$ cat src/rtl/gpcfg_pkg.sv
package gpcfg_pkg;
   localparam int          CFG_W    = 32;
   localparam int          B_OUTV   = 0;
   localparam int          B_MODE   = 1;
   localparam int          MODE_W   = 3;
   localparam int          B_PERIPH = 5;
   localparam int          B_DONE   = 9;
   localparam int          B_GRP    = 16;
   localparam int          GRP_W    = 3;
   localparam logic [31:0] CFG_MASK = 32'h0007_022F;

   typedef enum logic [2:0] {
      MODE_IN_ZERO = 3'd0,
      MODE_DRIVE   = 3'd1,
      MODE_LVL_HI  = 3'd2,
      MODE_LVL_LO  = 3'd3,
      MODE_RISE    = 3'd4,
      MODE_FALL    = 3'd5,
      MODE_EDGES   = 3'd6,
      MODE_IN_OFF  = 3'd7
   } pin_mode_e;

   typedef struct packed {
      logic [GRP_W-1:0] grp;
      logic             done;
      logic             periph;
      pin_mode_e        mode;
      logic             outv;
   } pin_cfg_t;

   function automatic pin_cfg_t unpack_cfg(input logic [CFG_W-1:0] w);
      pin_cfg_t c;
      c.grp    = w[B_GRP +: GRP_W];
      c.done   = w[B_DONE];
      c.periph = w[B_PERIPH];
      c.mode   = pin_mode_e'(w[B_MODE +: MODE_W]);
      c.outv   = w[B_OUTV];
      return c;
   endfunction

   function automatic logic is_sense_mode(input pin_mode_e m);
      return (m != MODE_IN_ZERO) && (m != MODE_DRIVE) && (m != MODE_IN_OFF);
   endfunction
endpackage

$ cat src/rtl/gpcfg_sync.sv
module gpcfg_sync #(
   parameter int WIDTH  = 8,
   parameter int STAGES = 2
) (
   input  logic             clk,
   input  logic             rst_n,
   input  logic [WIDTH-1:0] d,
   output logic [WIDTH-1:0] q
);
   if (STAGES < 2) begin : g_bad_stages
      $error("gpcfg_sync: STAGES must be at least 2");
   end

   logic [WIDTH-1:0] chain [STAGES];

   for (genvar s = 0; s < STAGES; s++) begin : g_stage
      always_ff @(posedge clk or negedge rst_n) begin
         if (!rst_n)
            chain[s] <= '0;
         else if (s == 0)
            chain[s] <= d;
         else
            chain[s] <= chain[(s == 0) ? 0 : s-1];
      end
   end

   assign q = chain[STAGES-1];
endmodule

$ cat src/rtl/gpcfg_pin.sv
module gpcfg_pin
   import gpcfg_pkg::*;
(
   input  logic             clk,
   input  logic             rst_n,
   input  logic             wr_en,
   input  logic [CFG_W-1:0] wdata,
   output logic [CFG_W-1:0] cfg_word,
   output logic             pad_oe,
   output logic             pad_out,
   output logic             periph_sel,
   output logic [2:0]       sense,
   output logic [GRP_W-1:0] grp
);
   logic [CFG_W-1:0] cfg_q;
   pin_cfg_t         cfg;
   logic             gpio_live;

   always_ff @(posedge clk or negedge rst_n) begin
      if (!rst_n)
         cfg_q <= '0;
      else if (wr_en)
         cfg_q <= wdata & CFG_MASK;
   end

   assign cfg       = unpack_cfg(cfg_q);
   assign gpio_live = cfg.done && !cfg.periph;

   always_comb begin
      pad_oe     = gpio_live && (cfg.mode == MODE_DRIVE);
      pad_out    = gpio_live && cfg.outv;
      periph_sel = cfg.done && cfg.periph;
      sense      = (gpio_live && is_sense_mode(cfg.mode)) ? cfg.mode : 3'd0;
      grp        = cfg.grp;
   end

   assign cfg_word = cfg_q;

   assert_gate_until_done_R4: assert property (@(posedge clk) disable iff (!rst_n)
      wr_en && !wdata[B_DONE] |=> !pad_oe && !pad_out && !periph_sel && (sense == 3'd0));

   assert_periph_override_R6: assert property (@(posedge clk) disable iff (!rst_n)
      wr_en && wdata[B_DONE] && wdata[B_PERIPH] |=> periph_sel && !pad_oe && !pad_out && (sense == 3'd0));

   assert_hold_without_write_R2: assert property (@(posedge clk) disable iff (!rst_n)
      !wr_en |=> $stable(cfg_word));
endmodule

$ cat src/rtl/gpcfg_bank.sv
module gpcfg_bank
   import gpcfg_pkg::*;
#(
   parameter int NUM_PINS    = 8,
   parameter int ADDR_W      = 4,
   parameter int SYNC_STAGES = 2
) (
   input  logic                  clk,
   input  logic                  rst_n,
   input  logic                  bus_wr,
   input  logic                  bus_rd,
   input  logic [ADDR_W-1:0]     bus_addr,
   input  logic [31:0]           bus_wdata,
   output logic [31:0]           bus_rdata,
   input  logic [NUM_PINS-1:0]   pad_in,
   output logic [NUM_PINS-1:0]   pad_oe,
   output logic [NUM_PINS-1:0]   pad_out,
   output logic [NUM_PINS-1:0]   periph_sel,
   output logic [NUM_PINS-1:0]   pin_lvl,
   output logic [3*NUM_PINS-1:0] irq_sense,
   output logic [3*NUM_PINS-1:0] irq_grp
);
   localparam int MIN_ADDR_W = (NUM_PINS > 1) ? $clog2(NUM_PINS) : 1;

   if (NUM_PINS < 1 || NUM_PINS > 1024) begin : g_bad_pins
      $error("gpcfg_bank: NUM_PINS out of range");
   end
   if (ADDR_W < MIN_ADDR_W) begin : g_bad_addr
      $error("gpcfg_bank: ADDR_W too small for NUM_PINS");
   end

   logic [CFG_W-1:0] words [NUM_PINS];
   logic [31:0]      rd_mux;

   gpcfg_sync #(.WIDTH(NUM_PINS), .STAGES(SYNC_STAGES)) u_sync (
      .clk   (clk),
      .rst_n (rst_n),
      .d     (pad_in),
      .q     (pin_lvl)
   );

   for (genvar i = 0; i < NUM_PINS; i++) begin : g_pin
      gpcfg_pin u_pin (
         .clk        (clk),
         .rst_n      (rst_n),
         .wr_en      (bus_wr && (bus_addr == ADDR_W'(i))),
         .wdata      (bus_wdata),
         .cfg_word   (words[i]),
         .pad_oe     (pad_oe[i]),
         .pad_out    (pad_out[i]),
         .periph_sel (periph_sel[i]),
         .sense      (irq_sense[3*i +: 3]),
         .grp        (irq_grp[3*i +: 3])
      );
   end

   always_comb begin
      rd_mux = '0;
      for (int i = 0; i < NUM_PINS; i++) begin
         if (bus_addr == ADDR_W'(i))
            rd_mux = {words[i][31:1], pin_lvl[i]};
      end
   end

   always_ff @(posedge clk or negedge rst_n) begin
      if (!rst_n)
         bus_rdata <= '0;
      else if (bus_rd)
         bus_rdata <= rd_mux;
   end

   assert_reserved_zero_R3: assert property (@(posedge clk) disable iff (!rst_n)
      bus_rd |=> (bus_rdata & ~CFG_MASK) == 32'd0);

   assert_rdata_hold_R10: assert property (@(posedge clk) disable iff (!rst_n)
      !bus_rd |=> $stable(bus_rdata));

   assert_oor_read_zero_R10: assert property (@(posedge clk) disable iff (!rst_n)
      bus_rd && (int'(bus_addr) >= NUM_PINS) |=> bus_rdata == 32'd0);
endmodule

$ cat config.mk
export PLATFORM = sky130hd
export DESIGN_NAME = gpcfg_bank
export DESIGN_NICKNAME = d
export VERILOG_FILES = /design/src/rtl/gpcfg_pkg.sv /design/src/rtl/gpcfg_sync.sv /design/src/rtl/gpcfg_pin.sv /design/src/rtl/gpcfg_bank.sv
export SDC_FILE = /design/constraint.sdc
export NUM_CORES = 1
export LEC_CHECK = 0
export CAP_MARGIN = 20
export CORE_ASPECT_RATIO = 1.5
export CORE_UTILIZATION = 51
export CTS_BUF_LIST = sky130_fd_sc_hd__clkbuf_8 sky130_fd_sc_hd__clkbuf_16
export DETAILED_ROUTE_END_ITERATION = 8
export PLACE_DENSITY = 0.85
export SLEW_MARGIN = 20
export SYNTH_ARGS = -nofsm -noshare
export SYNTH_HDL_FRONTEND = slang
export SYNTH_SLANG_ARGS = --single-unit
$ cat constraint.sdc
create_clock -name clk -period 2.5 [get_ports clk]
set_clock_uncertainty 0.2 [all_clocks]
set_input_delay 0.25 -clock clk [delete_from_list [all_inputs] [get_ports clk]]
set_output_delay 0.25 -clock clk [all_outputs]
set_load 0.02 [all_outputs]
==> metrics.txt, run 1 <==
syn avg cell area 11.0 µm²; crit path buf inv count 1; Clock transition at path regs 0.07 ns; Synth area leaders dfrtp_1, mux2_2, buf_4, o21ai_0, nand2_1; max_slew headroom 62.3%; Setup TNS 0 ns; DP Wirelength 9350 µm; Startpoint Class flip-flop; Hold Fails Final Rpt 0; Post-synth EDFFs 0; Cell Rows 45; final wirelength 12400 µm; final-layout fill cell count 793; share of cells above drive strength 1 23.3%; Die H 127 µm; number of synthesis warnings 0; post-CTS setup buffer count 0; power density over the cells 796 nW/µm²; final core utilization 63.9%; vias in the first global route 3926; Final min period 2.40 ns; CP Cell Sequence a2111oi_1 -> clkdlybuf4s50_1; register bit total from synthesis 97; Clock power frac 27.1%; Synth top area share 45.7%; largest stage delay on the critical path 0.69 ns; multi-input logic area 2260 µm²; HP Class input port to flip-flop; sequential area share after synthesis 45.7%; outcome finished clean; CTS sink cnt 97; critical path arrival 1.95 ns; layout overhead on the synthesized area 22.0%; buffers from clock root to sink, at most 2; # Max-Cap Violations 0; ANT cells 0; total track usage 24.5%; cell family with most CP delay buffers and inverters; CTS root buffer clkbuf_16; initial antenna violation count 0; most numerous cell in the Yosys netlist dfrtp_1; CTS Buf Count 9; area leader, netlist dfrtp_1; first-pass GRT wire length 20200 µm; Vias 3787; Via density 5.61; VDD IR max 0.445 mV; largest net degree at the start of global routing 55; # DRC 0; max frequency 0.416 GHz; initial drt markers 172; cell internal pwr 3.46 mW; nets 601; DR pass1 iterations 4; overall power 5.16 mW; worst path required time 2.05 ns; hold_ws 0.142 ns; post-synth cell types 44; CTS tree built; ys async rst share 100%; H-tree level count 3; Final Cycle Share 96.1%; WL/cell 18.4 µm; slowest CP cell clkdlybuf4s50_1; Sw Share 32.8%; # port buffers 113; worst-skew pair later-pin latency 0.35 ns; Top FF cell, synth dfrtp_1; max-slew violation count 0; Static Leak 2.72 nW; Least-Margin Pin Slew 0.565 ns; CP Class flip-flop to output pin; IO Pins 160; Sequential Area 2430 µm²; die area 10800 µm²; Die W 85.3 µm; GR Overflow Total 0; GP Congestion 0.910; Gate Count Post-Synth 481; final setup fails 0; post-synthesis cell area 5310 µm²; register share of total power 42.8%; CP Max Fanout 5; Switch Pwr 1.69 mW; Comb pwr share 30.2%; critical path capture point type output pin; top cells by count, synth dfrtp_1, buf_4, mux2_2; Starting Density 52.4%; area of the core 10100 µm²; RSZ-0062 raised after global routing false; Routed Antenna Nets 0
[layout by cell type (no fill, tap or decap), drive strengths merged, types with 2 or more instances in the layout]
cell type / n
clkdlybuf4s50: 112
dfrtp: 97
mux2: 73
nand2: 33
o21ai: 23
conb: 23
buf: 21
nor2: 21
a21oi: 16
and2: 16
nor3: 14
nand3b: 10
mux2i: 9
clkbuf: 9
xnor2: 8
and3: 8
inv: 8
nor2b: 8
a21bo: 4
a21o: 4
o311ai: 4
o32a: 4
a2111oi: 4
o32ai: 3
o21a: 3
a221oi: 3
mux4: 2
nand2b: 2
clkinvlp: 2
clkinv: 2
[power by group through the flow]
stage | Sequential, mW | Clock, mW | Combinational, mW
CTS | 2.20 | 1.41 | 1.56
global placement | 2.20 | 0 | 1.51
finish | 2.21 | 1.39 | 1.56
floorplan | 2.13 | 0 | 1.13
global route | 2.26 | 1.49 | 1.66
detailed placement | 2.23 | 0 | 1.55
[repair_timing]
action	CTS	global route
hold buffers	1	0
hold endpoints to repair	43	0
endpoints found under the setup margin	1	3
resized for setup	1	3
[stage by stage]
stage / std cells / instance area (µm²) / setup WS (ns)
global placement: 658 / 6160 / 0.208
detailed placement: 658 / 6160 / 0.121
CTS: 675 / 6470 / 0.0748
finish: 675 / 6480 / 0.0965
global route: 675 / 6480 / 0.00898
floorplan: 503 / 5390 / 0.508
[kinds of logic after synthesis]
logic type	count (synthesis)	share of synthesized area [%]
compound gates	72	9.05
simple gates	118	12.5
xor+xnor	8	1.32
mux	84	18.0
buf+inv	101	13.3
flops	97	45.7
other cells	1	0.0707
[sequential cells by signal, summed over array words and instances (netlist names)]
signal                cells
bus_rdata                 9
u_sync.q                  8
u_sync.chain              8
g_pin.u_pin.cfg_word     72
[path summary, 6_finish.rpt]
check                                           start                         end  slack (ns)  cells after the start
max                        g_pin[4].u_pin.cfg_word[1]               irq_sense[14]         0.1                      2
min                                         pad_in[7]            u_sync.chain[15]        0.14                      1
max reg2reg                g_pin[3].u_pin.cfg_word[5]                bus_rdata[5]        0.90                      4
min reg2reg                          u_sync.chain[15]                 u_sync.q[7]        0.15                      0
max in group asynchronous                       rst_n  g_pin[6].u_pin.cfg_word[0]        1.17                      3
min in group asynchronous                       rst_n                 u_sync.q[0]        0.25                      2
[routing by layer]
layer | global-route usage, % | vias to the layer above | wire (µm)
met1 | 28.0 | 1879 | 4810
met3 | 5.47 | 29 | 510
met5 | 0 | - | 0
met4 | 11.0 | 0 | 403
met2 | 43.5 | 139 | 6710
li1 | - | 1740 | -
[area by class of cell]
| type | instances | share of cell area, % |
|---|---|---|
| clock buffer | 9 | 3.48 |
| clock inverter | 7 | 1.18 |
| inverter | 6 | 0.348 |
| multi-input combinational | 305 | 35.0 |
| sequential | 97 | 37.5 |
| tap | 117 | 2.26 |
| timing repair buffer | 134 | 20.3 |
Note: power is estimated with default switching activity, not from simulation.
==> inputs of run 2 (changes only) <==
CORE_UTILIZATION = 48   (was 51)
PLACE_DENSITY = 0.8   (was 0.85)
clock period = 2.7 ns   (was 2.5 ns; I/O delays follow)
==> metrics.txt, run 2 (synthesized netlist as in run 1, its figures left out) <==
outcome finished clean (unchanged); worst-skew pair later-pin latency 0.35 ns (about the same); reg2reg end bus_rdata[5] (unchanged); vias in the first global route 3911 (was 3926); multi-input logic area 2260 µm² (about the same); worst path required time 2.23 ns (was 2.05 ns); CTS root buffer clkbuf_16 (unchanged); final wirelength 12400 µm (about the same); max-slew violation count 0 (unchanged); max reg flops 72 (unchanged); CTS Buf Count 9 (unchanged); Hold Fails Final Rpt 0 (unchanged); Setup WS post-layout 0.0894 ns (was 0.0965 ns); Sequential Area 2430 µm² (unchanged); commonest non-fill, non-tap cell in the layout clkdlybuf4s50_1 (unchanged); Clock transition at path regs 0.06 ns (was 0.07 ns); initial antenna violation count 0 (unchanged); Least-Margin Pin Slew 0.618 ns (was 0.565 ns); most frequent cells in the layout clkdlybuf4s50_1, dfrtp_1, mux2_2 (unchanged); HP Class flip-flop to flip-flop (was input port to flip-flop); critical path arrival 2.14 ns (was 1.95 ns); critical path capture point type output pin (unchanged); # port buffers 113 (unchanged); WL/cell 17.7 µm (was 18.4 µm); IO Pins 160 (unchanged); max frequency 0.383 GHz; area of the core 10600 µm² (was 10100 µm²); # DRC 0 (unchanged); initial drt markers 202 (was 172); Final Cycle Share 96.7%; largest net degree at the start of global routing 98 (was 55); Worst Reg-to-Reg Cells 4 (unchanged); Vias 3752 (was 3787); setup slack at placement 0.183 ns (was 0.121 ns); CTS sink cnt 97 (unchanged); VDD IR max 0.359 mV (was 0.445 mV); post-CTS setup buffer count 0 (unchanged); share of cells above drive strength 1 22.1% (was 23.3%); slowest CP cell clkdlybuf4s50_1 (unchanged); first-pass GRT wire length 19800 µm (was 20200 µm); Setup TNS 0 ns (unchanged); overall power 4.74 mW (was 5.16 mW); nets 599 (was 601); RSZ-0062 raised after global routing false (unchanged); crit path buf inv count 1 (unchanged); buffers from clock root to sink, at most 2 (unchanged); Startpoint Class flip-flop (unchanged); Die H 131 µm (was 127 µm); Final min period 2.61 ns; CTS tree built (unchanged); CP Class flip-flop to output pin (unchanged); largest stage delay on the critical path 0.72 ns (was 0.69 ns); GR Overflow Total 0 (unchanged); cell family with most CP delay buffers and inverters (unchanged); max_slew headroom 58.8% (was 62.3%); H-tree level count 3 (unchanged); GP Congestion 0.908 (was 0.910); Static Leak 2.70 nW (was 2.72 nW); Die W 87.9 µm (was 85.3 µm); total track usage 23.2% (was 24.5%); Routed Antenna Nets 0 (unchanged); CP Max Fanout 5 (unchanged); power density over the cells 733 nW/µm² (was 796 nW/µm²); # Max-Cap Violations 0 (unchanged); Cell Rows 46 (was 45); Endpoint, Worst Hold u_sync.q[7] (was u_sync.chain[15]); hold path start u_sync.chain[15] (was pad_in[7]); hold_ws 0.148 ns (was 0.142 ns); ANT cells 0 (unchanged); Hold Path Stages 0 (was 1); final-layout fill cell count 902 (was 793); die area 11500 µm² (was 10800 µm²); layout overhead on the synthesized area 21.9% (was 22.0%); DP Wirelength 9160 µm (was 9350 µm); Via density 5.36 (was 5.61); Starting Density 49.8% (was 52.4%); DR pass1 iterations 4 (unchanged); Post-DP Area 6160 µm² (about the same); final setup fails 0 (unchanged); Worst R2R Setup Slack 1.15 ns (was 0.90 ns); reg2reg start g_pin[3].u_pin.cfg_word[5] (unchanged); CP Cell Sequence a2111oi_1 -> clkdlybuf4s50_1 (unchanged); design area 6470 µm² (was 6480 µm²)
-- run 2: cell count changes in the layout (fill, tap and decap cells not counted), sizes merged --
cell      before  now
clkbuf         9   10
buf           21   19
clkinv         2    0
clkinvlp       2    3
-- run 2: stage by stage --
| stage | cells | utilization, % |
|---|---|---|
| after floorplan | 503 | - |
| after global placement | 683 | 57.9 |
| after detailed placement | 683 | 57.9 |
| after CTS | 700 | 60.8 |
| after global routing | 700 | 60.8 |
| final | 700 | 60.8 |
-- run 2: layer usage --
| layer | vias up | global-route usage (%) | part of all wire, % |
|---|---|---|---|
| li1 | 1737 | - | - |
| met1 | 1862 | 25.2 | 38 |
| met2 | 121 | 42.0 | 55 |
| met3 | 32 | 4.08 | 4.1 |
| met4 | 0 | 13.2 | 3.3 |
| met5 | - | 0 | 0 |
-- run 2: layout make-up --
class	instances	area share, %
Timing Repair Buffer	132	19.9
Multi-Input combinational cell	305	34.9
Tap cell	144	2.78
Clock inverter	6	0.928
Sequential cell	97	37.5
Clock buffer	10	3.69
Inverter	6	0.348
-- run 2: power by group --
part           leakage (nW)  switching, mW  internal [mW]  total, mW
logic                  1.37          0.693          0.744       1.44
clock network         0.143          0.535          0.736       1.27
registers              1.18          0.303           1.73       2.04
-- run 2: what timing repair did --
| action | CTS | global route |
|---|---|---|
| endpoints found under the hold margin | 97 | 0 |
| hold buffers | 1 | 0 |
| endpoints found under the setup margin | 0 | 1 |
| resized for setup | 0 | 1 |
-- run 2: how the worst max path moves through the flow --
stage | start | end | slack [ns] | depth (start not counted)
after floorplan | g_pin[4].u_pin.cfg_word[1] | irq_sense[14] | 0.69 | 1
after detailed placement | bus_addr[1] | g_pin[6].u_pin.cfg_word[3] | 0.18 | 4
after CTS | g_pin[4].u_pin.cfg_word[2] | irq_sense[14] | 0.008 | 2
after global placement | bus_addr[1] | g_pin[7].u_pin.cfg_word[1] | 0.23 | 4
final | g_pin[4].u_pin.cfg_word[1] | irq_sense[14] | 0.09 | 2
after global routing | g_pin[4].u_pin.cfg_word[1] | irq_sense[14] | 0.13 | 2
